### config.mk
export PLATFORM = sky130hd
export DESIGN_NAME = tmr_unit
export DESIGN_NICKNAME = d
export VERILOG_FILES = /design/src/rtl/tmr_pkg.sv /design/src/rtl/tmr_apb_fsm.sv /design/src/rtl/tmr_prescaler.sv /design/src/rtl/tmr_channel.sv /design/src/rtl/tmr_unit.sv
export SDC_FILE = /design/constraint.sdc
export NUM_CORES = 1
export LEC_CHECK = 0
export ABC_AREA = 1
export BUFFER_PORTS_ARGS = -buffer_cell sky130_fd_sc_hd__clkbuf_2
export CAP_MARGIN = 20
export CORE_MARGIN = 3
export CORE_UTILIZATION = 35
export CTS_BUF_LIST = sky130_fd_sc_hd__clkbuf_16
export DETAILED_ROUTE_END_ITERATION = 10
export HOLD_SLACK_MARGIN = 0.02
export SETUP_SLACK_MARGIN = 0.4
export SYNTH_ARGS = -nofsm -noshare
export SYNTH_HDL_FRONTEND = slang
export SYNTH_HIERARCHICAL = 1
export SYNTH_SLANG_ARGS = --single-unit
### constraint.sdc
create_clock -name clk -period 3.77 [get_ports clk]
set_clock_uncertainty 0.05 [all_clocks]
set_input_delay 0.5655 -clock clk [delete_from_list [all_inputs] [get_ports clk]]
set_output_delay 0.5655 -clock clk [all_outputs]
set_load 0.01 [all_outputs]
### src/rtl/tmr_pkg.sv
package tmr_pkg;

    typedef enum logic {
        BUS_IDLE   = 1'b0,
        BUS_ACCESS = 1'b1
    } bus_state_e;

    typedef struct packed {
        logic ch;
        logic ip;
        logic ie;
        logic rs;
        logic en;
    } tmr_ctl_t;

    localparam int BIT_EN = 0;
    localparam int BIT_RS = 1;
    localparam int BIT_LD = 2;
    localparam int BIT_IE = 3;
    localparam int BIT_IP = 4;
    localparam int BIT_CH = 5;

    // offsets inside one 16-byte slot
    localparam logic [3:0] OFS_CNT = 4'h0;
    localparam logic [3:0] OFS_RLD = 4'h4;
    localparam logic [3:0] OFS_CTL = 4'h8;

    function automatic logic [31:0] ctl_word(tmr_ctl_t c);
        return {26'd0, c.ch, c.ip, c.ie, 1'b0, c.rs, c.en};
    endfunction

endpackage

### src/rtl/tmr_apb_fsm.sv
module tmr_apb_fsm
    import tmr_pkg::*;
(
    input  logic       clk,
    input  logic       rst_n,
    input  logic       psel_i,
    input  logic       penable_i,
    input  logic       pwrite_i,
    input  logic [1:0] addr_lo_i,
    input  logic [3:0] pstrb_i,
    output logic       pready_o,
    output logic       pslverr_o,
    output logic       wr_en_o,
    output logic       rd_en_o
);

    bus_state_e state_q, state_d;
    logic       bad_w;
    logic       live_w;

    assign bad_w  = (addr_lo_i != 2'b00) || (pwrite_i && (pstrb_i != 4'hF));
    assign live_w = psel_i && penable_i;

    always_comb begin
        state_d = state_q;
        unique case (state_q)
            BUS_IDLE:   if (psel_i && !penable_i) state_d = BUS_ACCESS;
            BUS_ACCESS: state_d = BUS_IDLE;
        endcase
    end

    always_ff @(posedge clk) begin
        if (!rst_n) state_q <= BUS_IDLE;
        else        state_q <= state_d;
    end

    always_comb begin
        pready_o  = 1'b0;
        pslverr_o = 1'b0;
        wr_en_o   = 1'b0;
        rd_en_o   = 1'b0;
        unique case (state_q)
            BUS_IDLE: ;
            BUS_ACCESS: begin
                pready_o  = 1'b1;
                pslverr_o = live_w && bad_w;
                wr_en_o   = live_w && !bad_w && pwrite_i;
                rd_en_o   = live_w && !bad_w && !pwrite_i;
            end
        endcase
    end

endmodule

### src/rtl/tmr_prescaler.sv
module tmr_prescaler #(
    parameter int PW = 16
) (
    input  logic          clk,
    input  logic          rst_n,
    input  logic          tick_i,
    input  logic          wr_cnt_i,
    input  logic          wr_rld_i,
    input  logic [PW-1:0] wdata_i,
    output logic [PW-1:0] cnt_o,
    output logic [PW-1:0] rld_o,
    output logic          fire_o
);

    localparam logic [PW-1:0] ONE = PW'(1);

    logic [PW-1:0] cnt_q, rld_q;

    // the tick that would bring the count to zero reloads instead
    assign fire_o = tick_i && (cnt_q == ONE);

    always_ff @(posedge clk) begin
        if (!rst_n) begin
            cnt_q <= '0;
        end else if (wr_cnt_i) begin
            cnt_q <= wdata_i;
        end else if (tick_i) begin
            cnt_q <= fire_o ? rld_q : (cnt_q - ONE);
        end
    end

    always_ff @(posedge clk) begin
        if (!rst_n)        rld_q <= '0;
        else if (wr_rld_i) rld_q <= wdata_i;
    end

    assign cnt_o = cnt_q;
    assign rld_o = rld_q;

endmodule

### src/rtl/tmr_channel.sv
module tmr_channel
    import tmr_pkg::*;
#(
    parameter int CW        = 16,
    parameter bit ARMED     = 1'b0,
    parameter bit CAN_CHAIN = 1'b1
) (
    input  logic          clk,
    input  logic          rst_n,
    input  logic          presc_fire_i,
    input  logic          prev_uf_i,
    input  logic          wr_cnt_i,
    input  logic          wr_rld_i,
    input  logic          wr_ctl_i,
    input  logic [CW-1:0] val_i,
    input  logic [5:0]    ctl_bits_i,
    output logic [CW-1:0] cnt_o,
    output logic [CW-1:0] rld_o,
    output tmr_ctl_t      ctl_o,
    output logic          uf_o,
    output logic          irq_o
);

    localparam logic [CW-1:0] ONE     = CW'(1);
    localparam logic [CW-1:0] RST_VAL = {CW{ARMED}};
    localparam tmr_ctl_t      RST_CTL = '{ch: 1'b0, ip: 1'b0, ie: ARMED, rs: ARMED, en: ARMED};

    logic [CW-1:0] cnt_q, rld_q;
    tmr_ctl_t      ctl_q;
    logic          irq_q;
    logic          chained_w, step_w, uf_w, load_w;

    assign chained_w = CAN_CHAIN && ctl_q.ch;
    assign step_w    = ctl_q.en && (chained_w ? prev_uf_i : presc_fire_i);
    assign uf_w      = step_w && (cnt_q == '0);
    assign load_w    = wr_ctl_i && ctl_bits_i[BIT_LD];

    always_ff @(posedge clk) begin
        if (!rst_n) begin
            cnt_q <= RST_VAL;
        end else if (wr_cnt_i) begin
            cnt_q <= val_i;
        end else if (load_w) begin
            cnt_q <= rld_q;
        end else if (uf_w) begin
            if (ctl_q.rs) cnt_q <= rld_q;
        end else if (step_w) begin
            cnt_q <= cnt_q - ONE;
        end
    end

    always_ff @(posedge clk) begin
        if (!rst_n)        rld_q <= RST_VAL;
        else if (wr_rld_i) rld_q <= val_i;
    end

    always_ff @(posedge clk) begin
        if (!rst_n) begin
            ctl_q <= RST_CTL;
        end else if (wr_ctl_i) begin
            ctl_q.en <= ctl_bits_i[BIT_EN];
            ctl_q.rs <= ctl_bits_i[BIT_RS];
            ctl_q.ie <= ctl_bits_i[BIT_IE];
            ctl_q.ch <= ctl_bits_i[BIT_CH];
            if (uf_w && ctl_q.ie)        ctl_q.ip <= 1'b1;
            else if (!ctl_bits_i[BIT_IP]) ctl_q.ip <= 1'b0;
        end else begin
            if (uf_w && !ctl_q.rs) ctl_q.en <= 1'b0;
            if (uf_w && ctl_q.ie)  ctl_q.ip <= 1'b1;
        end
    end

    always_ff @(posedge clk) begin
        if (!rst_n) irq_q <= 1'b0;
        else        irq_q <= uf_w && ctl_q.ie;
    end

    assign cnt_o = cnt_q;
    assign rld_o = rld_q;
    assign ctl_o = ctl_q;
    assign uf_o  = uf_w;
    assign irq_o = irq_q;

endmodule

### src/rtl/tmr_unit.sv
module tmr_unit
    import tmr_pkg::*;
#(
    parameter int NCH = 4,
    parameter int CW  = 16,
    parameter int PW  = 16,
    parameter int AW  = 8
) (
    input  logic           clk,
    input  logic           rst_n,
    input  logic           tick_i,
    input  logic           psel_i,
    input  logic           penable_i,
    input  logic           pwrite_i,
    input  logic [AW-1:0]  paddr_i,
    input  logic [31:0]    pwdata_i,
    input  logic [3:0]     pstrb_i,
    output logic [31:0]    prdata_o,
    output logic           pready_o,
    output logic           pslverr_o,
    output logic [NCH-1:0] irq_o,
    output logic           wdog_o
);

    localparam int SLOT_W = AW - 4;
    localparam logic [SLOT_W-1:0] SCALER_SLOT = '0;

    logic              wr_en, rd_en;
    logic [3:0]        slot_off;
    logic [SLOT_W-1:0] slot;
    logic [PW-1:0]     presc_cnt, presc_rld;
    logic              presc_fire;
    logic [CW-1:0]     cnt_w [NCH];
    logic [CW-1:0]     rld_w [NCH];
    tmr_ctl_t          ctl_w [NCH];
    logic [NCH-1:0]    uf_w, ip_vec, en_vec;
    logic [CW-1:0]     wd_cnt_w;
    logic [31:0]       rdata;
    logic              wdog_q;
    logic              wdata_unused;

    assign slot_off     = paddr_i[3:0];
    assign slot         = paddr_i[AW-1:4];
    assign wdata_unused = ^pwdata_i;

    tmr_apb_fsm u_bus (
        .clk       (clk),
        .rst_n     (rst_n),
        .psel_i    (psel_i),
        .penable_i (penable_i),
        .pwrite_i  (pwrite_i),
        .addr_lo_i (paddr_i[1:0]),
        .pstrb_i   (pstrb_i),
        .pready_o  (pready_o),
        .pslverr_o (pslverr_o),
        .wr_en_o   (wr_en),
        .rd_en_o   (rd_en)
    );

    tmr_prescaler #(.PW(PW)) u_presc (
        .clk      (clk),
        .rst_n    (rst_n),
        .tick_i   (tick_i),
        .wr_cnt_i (wr_en && (slot == SCALER_SLOT) && (slot_off == OFS_CNT)),
        .wr_rld_i (wr_en && (slot == SCALER_SLOT) && (slot_off == OFS_RLD)),
        .wdata_i  (pwdata_i[PW-1:0]),
        .cnt_o    (presc_cnt),
        .rld_o    (presc_rld),
        .fire_o   (presc_fire)
    );

    genvar gi;
    for (gi = 0; gi < NCH; gi++) begin : g_ch
        localparam logic [SLOT_W-1:0] MY_SLOT = SLOT_W'(gi + 1);
        logic hit;
        logic prev_uf;
        assign hit = wr_en && (slot == MY_SLOT);
        if (gi == 0) begin : g_head
            assign prev_uf = 1'b0;
        end else begin : g_link
            assign prev_uf = uf_w[gi-1];
        end
        tmr_channel #(
            .CW        (CW),
            .ARMED     (gi == NCH - 1),
            .CAN_CHAIN (gi != 0)
        ) u_ch (
            .clk          (clk),
            .rst_n        (rst_n),
            .presc_fire_i (presc_fire),
            .prev_uf_i    (prev_uf),
            .wr_cnt_i     (hit && (slot_off == OFS_CNT)),
            .wr_rld_i     (hit && (slot_off == OFS_RLD)),
            .wr_ctl_i     (hit && (slot_off == OFS_CTL)),
            .val_i        (pwdata_i[CW-1:0]),
            .ctl_bits_i   (pwdata_i[5:0]),
            .cnt_o        (cnt_w[gi]),
            .rld_o        (rld_w[gi]),
            .ctl_o        (ctl_w[gi]),
            .uf_o         (uf_w[gi]),
            .irq_o        (irq_o[gi])
        );
        assign ip_vec[gi] = ctl_w[gi].ip;
        assign en_vec[gi] = ctl_w[gi].en;
    end

    assign wd_cnt_w = cnt_w[NCH-1];

    always_comb begin
        rdata = '0;
        if (slot == SCALER_SLOT) begin
            if (slot_off == OFS_CNT)      rdata = 32'(presc_cnt);
            else if (slot_off == OFS_RLD) rdata = 32'(presc_rld);
        end
        for (int i = 0; i < NCH; i++) begin
            if (slot == SLOT_W'(i + 1)) begin
                if (slot_off == OFS_CNT)      rdata = 32'(cnt_w[i]);
                else if (slot_off == OFS_RLD) rdata = 32'(rld_w[i]);
                else if (slot_off == OFS_CTL) rdata = ctl_word(ctl_w[i]);
            end
        end
    end

    assign prdata_o = rd_en ? rdata : '0;

    always_ff @(posedge clk) begin
        if (!rst_n) wdog_q <= 1'b0;
        else        wdog_q <= uf_w[NCH-1];
    end

    assign wdog_o = wdog_q;

endmodule

==> reports/metrics.csv, run 1 <==
metric,value,unit
"Core Util, Final",0.408,
Initial DRC Count,1698,
# setup viols final,0,
total track usage,0.233,
type of the worst setup path,reg -> reg,
H-tree Lvls,4,
Avg Inst Size Synth,6.28,um2
First-pass DRT Iterations,6,
die height,205,um
Fmax,296,MHz
via count,14800,
Antenna Cells,0,
Clock Pin Slew Worst Setup and Hold Paths,0.08,ns
max-slew violation count,0,
number of synthesized register bits,186,
area of the die,41800,um2
Core Area,38800,um2
largest fanout on the critical path,6,
RSZ-0062 raised after global routing,yes,
sequential area share after synthesis,0.270,
DRC,0,
top-count cell post-synth,nand2_1,
"Slowest-stage cell, CP",dfxtp_2,
Initial Util,0.355,
Worst-Skew Late Latency,0.45,ns
Worst Max-Slew Pin Slew,1.04,ns
share of the synthesized area in the top cell type,0.270,
top post-synthesis cells by area,"dfxtp_1 (27%), nand2_1 (16%), nand3_1 (8.0%)",
DR vias/cell,5.31,
number of port buffers,56,
synth warn,6,
die width,205,um
CTS tree,built,
static leakage,7.79,nW
worst hold-check path type,in -> reg,
Pwr Density,314,nW/um2
setup TNS,0,ns
Crit. End Element,flip-flop,
Tcrit/Tclk final,0.897,
cell count after synthesis,2195,
final net count,2323,
area of the multi-input gates,8500,um2
synth cell count leaders,"nand2_1 (591), inv_1 (271), nand3_1 (221)",
Period minus WS final,3.38,ns
vias in the first global route,13700,
pin count of the biggest net entering global routing,78,
Syn Std Cell Area,13800,um2
Hold Buf Count CTS,0,
Netlist cell types,53,
# IOs,89,
Root Driver,clkbuf_16,
CP most frequent cell,inv_2,
CP max stage delay,0.33,ns
Worst Hold Margin,0.241,ns
critical path startpoint category,flip-flop,
Required @ worst endpoint,4.07,ns
GPL Wtd Cong,0.917,
"FFs w/ async S/R, synth",0,
total CTS buffers,17,
initial antenna violation count,0,
final hold violation count,0,
fraction of layout cells with a size suffix above 1,0.184,
largest area contributor in the netlist,dfxtp_1,
CTS max path bufs,2,
global-route wire length before repair,77300,um
VDD IR max,326,uV
Post-synth EDFFs,0,
row count,72,
Arrival @ worst endpoint,3.68,ns
GRT Residual Overflow,0,
Post-DP HPWL,34600,um
clk sinks,186,
DRT antenna net count,0,
register area,3730,um2
run status,"complete, no violations",
Routed WL,49600,um
Layout area overhead,14.9,%
routed length per instance,17.8,um
"Top FF cell, synth",dfxtp_1,
Max Cap Violations,0,
Rel. slew slack,0.306,
fill count,4151,
[logic make-up (layout without fill, tap and decap cells)]
family	after synthesis	in the layout	synth area share
DFF	186	186	0.270
adders and majority gates	10	10	0.00907
and+or+nand+nor	1141	1142	0.374
other	1	16	0.000272
buffers and inverters	413	477	0.137
xor gates and xnor gates	26	26	0.0165
AOI/OAI and AO/OA	418	418	0.194
[flip-flops by register name, summed over array words and instances (netlist names)]
signal / count
g_ch.u_ch/chained_w: 3
u_presc/cnt_o: 16
u_bus/state_q: 1
u_presc/rld_o: 16
g_ch.u_ch/cnt_o: 64
g_ch.u_ch/rld_o: 64
g_ch.u_ch/irq_o: 4
wdog_o: 1
g_ch.u_ch/ctl_o: 17
[cell type report]
cell class | count | share of cell area
repair buffers | 162 | 0.0783
inverters | 283 | 0.0679
repair inverters | 1 | 0.000474
clock buffers | 17 | 0.0269
flip-flops and latches | 186 | 0.235
multi-input cells | 1612 | 0.536
well taps | 518 | 0.0409
clock inverters | 14 | 0.0138
[power by group]
group	internal (mW)	total (mW)	switching, mW
combinational	0.306	0.869	0.563
clock	1.18	2.05	0.868
sequential	2.00	2.06	0.0582
total	3.49	4.98	1.49
[path summary, 6_finish.rpt]
check | slack [ns] | startpoint | depth (start not counted) | end
worst max-delay path | 0.39 | u_presc/cnt_o[1] | 38 | g_ch[3].u_ch/cnt_o[11]
worst min-delay path | 0.24 | penable_i | 2 | u_bus/state_q
worst max register to register | 0.39 | u_presc/cnt_o[1] | 38 | g_ch[3].u_ch/cnt_o[11]
worst min register to register | 0.43 | u_presc/rld_o[13] | 2 | u_presc/rld_o[13]
[routing by layer]
metal,vias up,global-route usage,share of wire
met5,-,0,0
met3,97,0.0340,0.070
li1,7211,-,-
met2,608,0.370,0.45
met1,6920,0.318,0.44
met4,0,0.0912,0.038
[worst max-delay path: cells and delay by family, from the launching register on]
kind	cells	cell delay (ns)
DFF	1	0.33
adders and majority gates	1	0.15
and+or+nand+nor	23	1.72
buffers and inverters	12	0.83
AOI/OAI and AO/OA	2	0.21
[layout by cell type, fill, tap and decap left out, drive strengths merged]
| cell type | Yosys | layout |
|---|---|---|
| nand2 | 624 | 625 |
| inv | 281 | 285 |
| nand3 | 248 | 248 |
| nor2 | 232 | 232 |
| dfxtp | 186 | 186 |
| a21oi | 155 | 155 |
| o21ai | 128 | 128 |
| buf | 76 | 110 |
| clkbuf | 54 | 69 |
| a21boi | 32 | 32 |
| a221oi | 25 | 25 |
| xor2 | 23 | 23 |
| o211ai | 16 | 16 |
| conb | 1 | 16 |
| a22oi | 16 | 16 |
| a22o | 14 | 14 |
| or2 | 14 | 14 |
| a221o | 10 | 10 |
| o221ai | 10 | 10 |
| nand3b | 10 | 10 |
| ha | 10 | 10 |
| a31oi | 6 | 6 |
| nand4 | 6 | 6 |
| nor3 | 6 | 6 |
| bufinv | 0 | 5 |
| clkinv | 2 | 5 |
| clkinvlp | 0 | 3 |
| xnor2 | 3 | 3 |
| a211oi | 2 | 2 |
| o21bai | 2 | 2 |
| a32oi | 1 | 1 |
| or3 | 1 | 1 |
| a2bb2oi | 1 | 1 |
[repair_timing]
| item | in CTS | in global routing |
|---|---|---|
| buffers inserted | 12 | 16 |
| resized for setup | 21 | 40 |
| endpoints found under the hold margin | 0 | 0 |
| setup endpoints to repair | 27 | 30 |
| pin swaps | 16 | 10 |
| gates cloned | 2 | 1 |
[per-stage QoR]
stage	cell area [um2]	cells	setup slack, ns	power (mW)
2_1_floorplan	14000	2210	0.0786	2.67
3_3_place_gp	14700	2730	-0.0260	2.90
3_5_place_dp	14700	2731	-0.0964	2.92
4_1_cts	15600	2776	0.344	4.98
5_1_grt	15800	2793	0.144	5.18
6_report	15800	2793	0.388	4.98
Note: power is estimated with default switching activity, not from simulation.
==> run 2: changes to the inputs <==
CORE_ASPECT_RATIO = 1.25   (was not set)
MAX_ROUTING_LAYER = met4   (was not set)
==> reports/metrics.csv, run 2 (synthesized netlist as in run 1, its figures left out) <==
metric,value,unit,change
max-slew violation count,0,,unchanged
static leakage,7.90,nW,was 7.79 nW
Arrival @ worst endpoint,3.81,ns,was 3.68 ns
H-tree Lvls,4,,unchanged
run status,"complete, no violations",,unchanged
row count,80,,was 72
Clock Pin Slew Worst Setup and Hold Paths,0.07,ns,was 0.08 ns
Period minus WS final,3.46,ns,was 3.38 ns
Max Cap Violations,0,,unchanged
CTS max path bufs,2,,unchanged
Worst Max-Slew Pin Slew,1.10,ns,was 1.04 ns
# IOs,89,,unchanged
DRT antenna net count,0,,unchanged
Required @ worst endpoint,4.12,ns,was 4.07 ns
gr busiest metal,met2,,unchanged
Layout area overhead,15.8,%,was 14.9%
Global Route met2 Usage,0.387,,was 0.370
Post-DP HPWL,35300,um,was 34600 um
Routed WL,51200,um,was 49600 um
vias in the first global route,13600,,was 13700
critical path startpoint category,flip-flop,,unchanged
die height,228,um,was 205 um
Non-Filler Instances,2770,,was 2793
number of port buffers,56,,unchanged
via count,14900,,was 14800
total CTS buffers,17,,unchanged
First-pass DRT Iterations,6,,unchanged
pin count of the biggest net entering global routing,167,,was 78
# setup viols final,0,,unchanged
largest fanout on the critical path,6,,unchanged
worst hold-check path type,in -> reg,,unchanged
Initial DRC Count,1436,,was 1698
DR vias/cell,5.38,,was 5.31
Tcrit/Tclk final,0.918,,was 0.897
Antenna Cells,0,,unchanged
Crit. End Element,flip-flop,,unchanged
Rel. slew slack,0.268,,was 0.306
area of the die,41800,um2,about the same
Root Driver,clkbuf_16,,unchanged
RSZ-0062 raised after global routing,yes,,unchanged
met3 track demand over resource,0.0284,,was 0.0340
GPL Wtd Cong,0.929,,was 0.917
CP max stage delay,0.33,ns,about the same
clk sinks,186,,unchanged
DRC,0,,unchanged
final net count,2325,,was 2323
"Slowest-stage cell, CP",dfxtp_2,,unchanged
CTS tree,built,,unchanged
"most common cell after layout, fill and taps aside",nand2_1,,unchanged
Fmax,289,MHz,was 296 MHz
fraction of layout cells with a size suffix above 1,0.194,,was 0.184
GRT Residual Overflow,0,,unchanged
most frequent cells in the layout,"nand2_1 (579), inv_1 (262), nand3_1 (193)",,"was nand2_1 (573), inv_1 (262), nand3_1 (205)"
Pwr Density,305,nW/um2,was 314 nW/um2
routed length per instance,18.5,um,was 17.8 um
final hold violation count,0,,unchanged
type of the worst setup path,reg -> reg,,unchanged
Initial Util,0.358,,was 0.355
total track usage,0.244,,was 0.233
die width,184,um,was 205 um
setup TNS,0,ns,unchanged
Worst-Skew Late Latency,0.46,ns,was 0.45 ns
VDD IR max,300,uV,was 326 uV
grt met1 use,0.310,,was 0.318
initial antenna violation count,1,,was 0
global-route wire length before repair,78200,um,was 77300 um
Cell Count Post-Placement,2699,,was 2731
Core Area,38500,um2,was 38800 um2
run 2: changes by cell type in the layout (fill, tap and decap cells not counted), moves of 5 or more:
| cell | before | now |
|---|---|---|
| a21boi_1 | 3 | 8 |
| a21boi_0 | 19 | 10 |
| a221oi_1 | 25 | 20 |
| nand2_2 | 42 | 33 |
| a221oi_2 | 0 | 5 |
| nand3_1 | 205 | 193 |
| nand3_2 | 39 | 51 |
| nand2_1 | 573 | 579 |
run 2: what timing repair did:
| item | 4_1_cts | 5_1_grt |
|---|---|---|
| hold buffers | 0 | 0 |
| pin swaps | 22 | 8 |
| buffers inserted | 26 | 6 |
| endpoints found under the setup margin | 49 | 67 |
| cloned | 4 | 3 |
| gates resized for setup | 39 | 62 |
run 2: worst max-delay path: cells and delay by family, from the launching register on:
kind	cells	cell delay, ns
compound gates	1	0.23
fa+ha+maj	1	0.15
flops	1	0.33
buf+inv	12	0.76
simple gates	24	1.87
run 2: path summary, 6_finish.rpt:
check	slack [ns]	to	depth (start not counted)	startpoint
worst min-delay path	0.24	u_bus/state_q	2	penable_i
worst min register to register	0.41	u_bus/state_q	1	u_bus/state_q
worst max-delay path	0.31	g_ch[3].u_ch/cnt_o[0]	38	u_presc/cnt_o[1]
worst max register to register	0.31	g_ch[3].u_ch/cnt_o[0]	38	u_presc/cnt_o[1]
run 2: routing by layer:
layer | wire (um) | vias to the layer above
met5 | 0 | -
met4 | 2360 | 0
met3 | 2950 | 125
met2 | 24100 | 575
li1 | - | 7214
met1 | 21700 | 7001
run 2: per-stage QoR:
step / total power, mW / setup slack (ns) / cell area (um2) / utilization / hold WS [ns]
final: 4.87 / 0.308 / 16000 / 0.414 / 0.243
after global routing: 5.05 / 0.0562 / 16000 / 0.414 / 0.229
after CTS: 4.87 / 0.291 / 15700 / 0.407 / 0.222
after detailed placement: 2.93 / -0.0903 / 14600 / 0.380 / 0.398
after global placement: 2.91 / -0.00477 / 14600 / 0.380 / 0.401
after floorplan: 2.67 / 0.0786 / 14000 / - / 0.393
run 2: where the power goes:
part           leakage [nW]  internal, mW  total [mW]  switching, mW
logic                  6.10         0.306       0.885          0.579
clock network         0.295          1.05        1.92          0.877
registers              1.50          2.00        2.06         0.0576
run 2: layout make-up:
class / count / area [um2]
Clock buffer: 17 / 425
Timing Repair inverter: 1 / 5.00
Inverter: 283 / 1090
Clock inverter: 15 / 176
Timing Repair Buffer: 164 / 1290
Multi-Input combinational cell: 1612 / 8650
Tap cell: 492 / 616
Sequential cell: 186 / 3730
Fill cell: 4013 / 22600
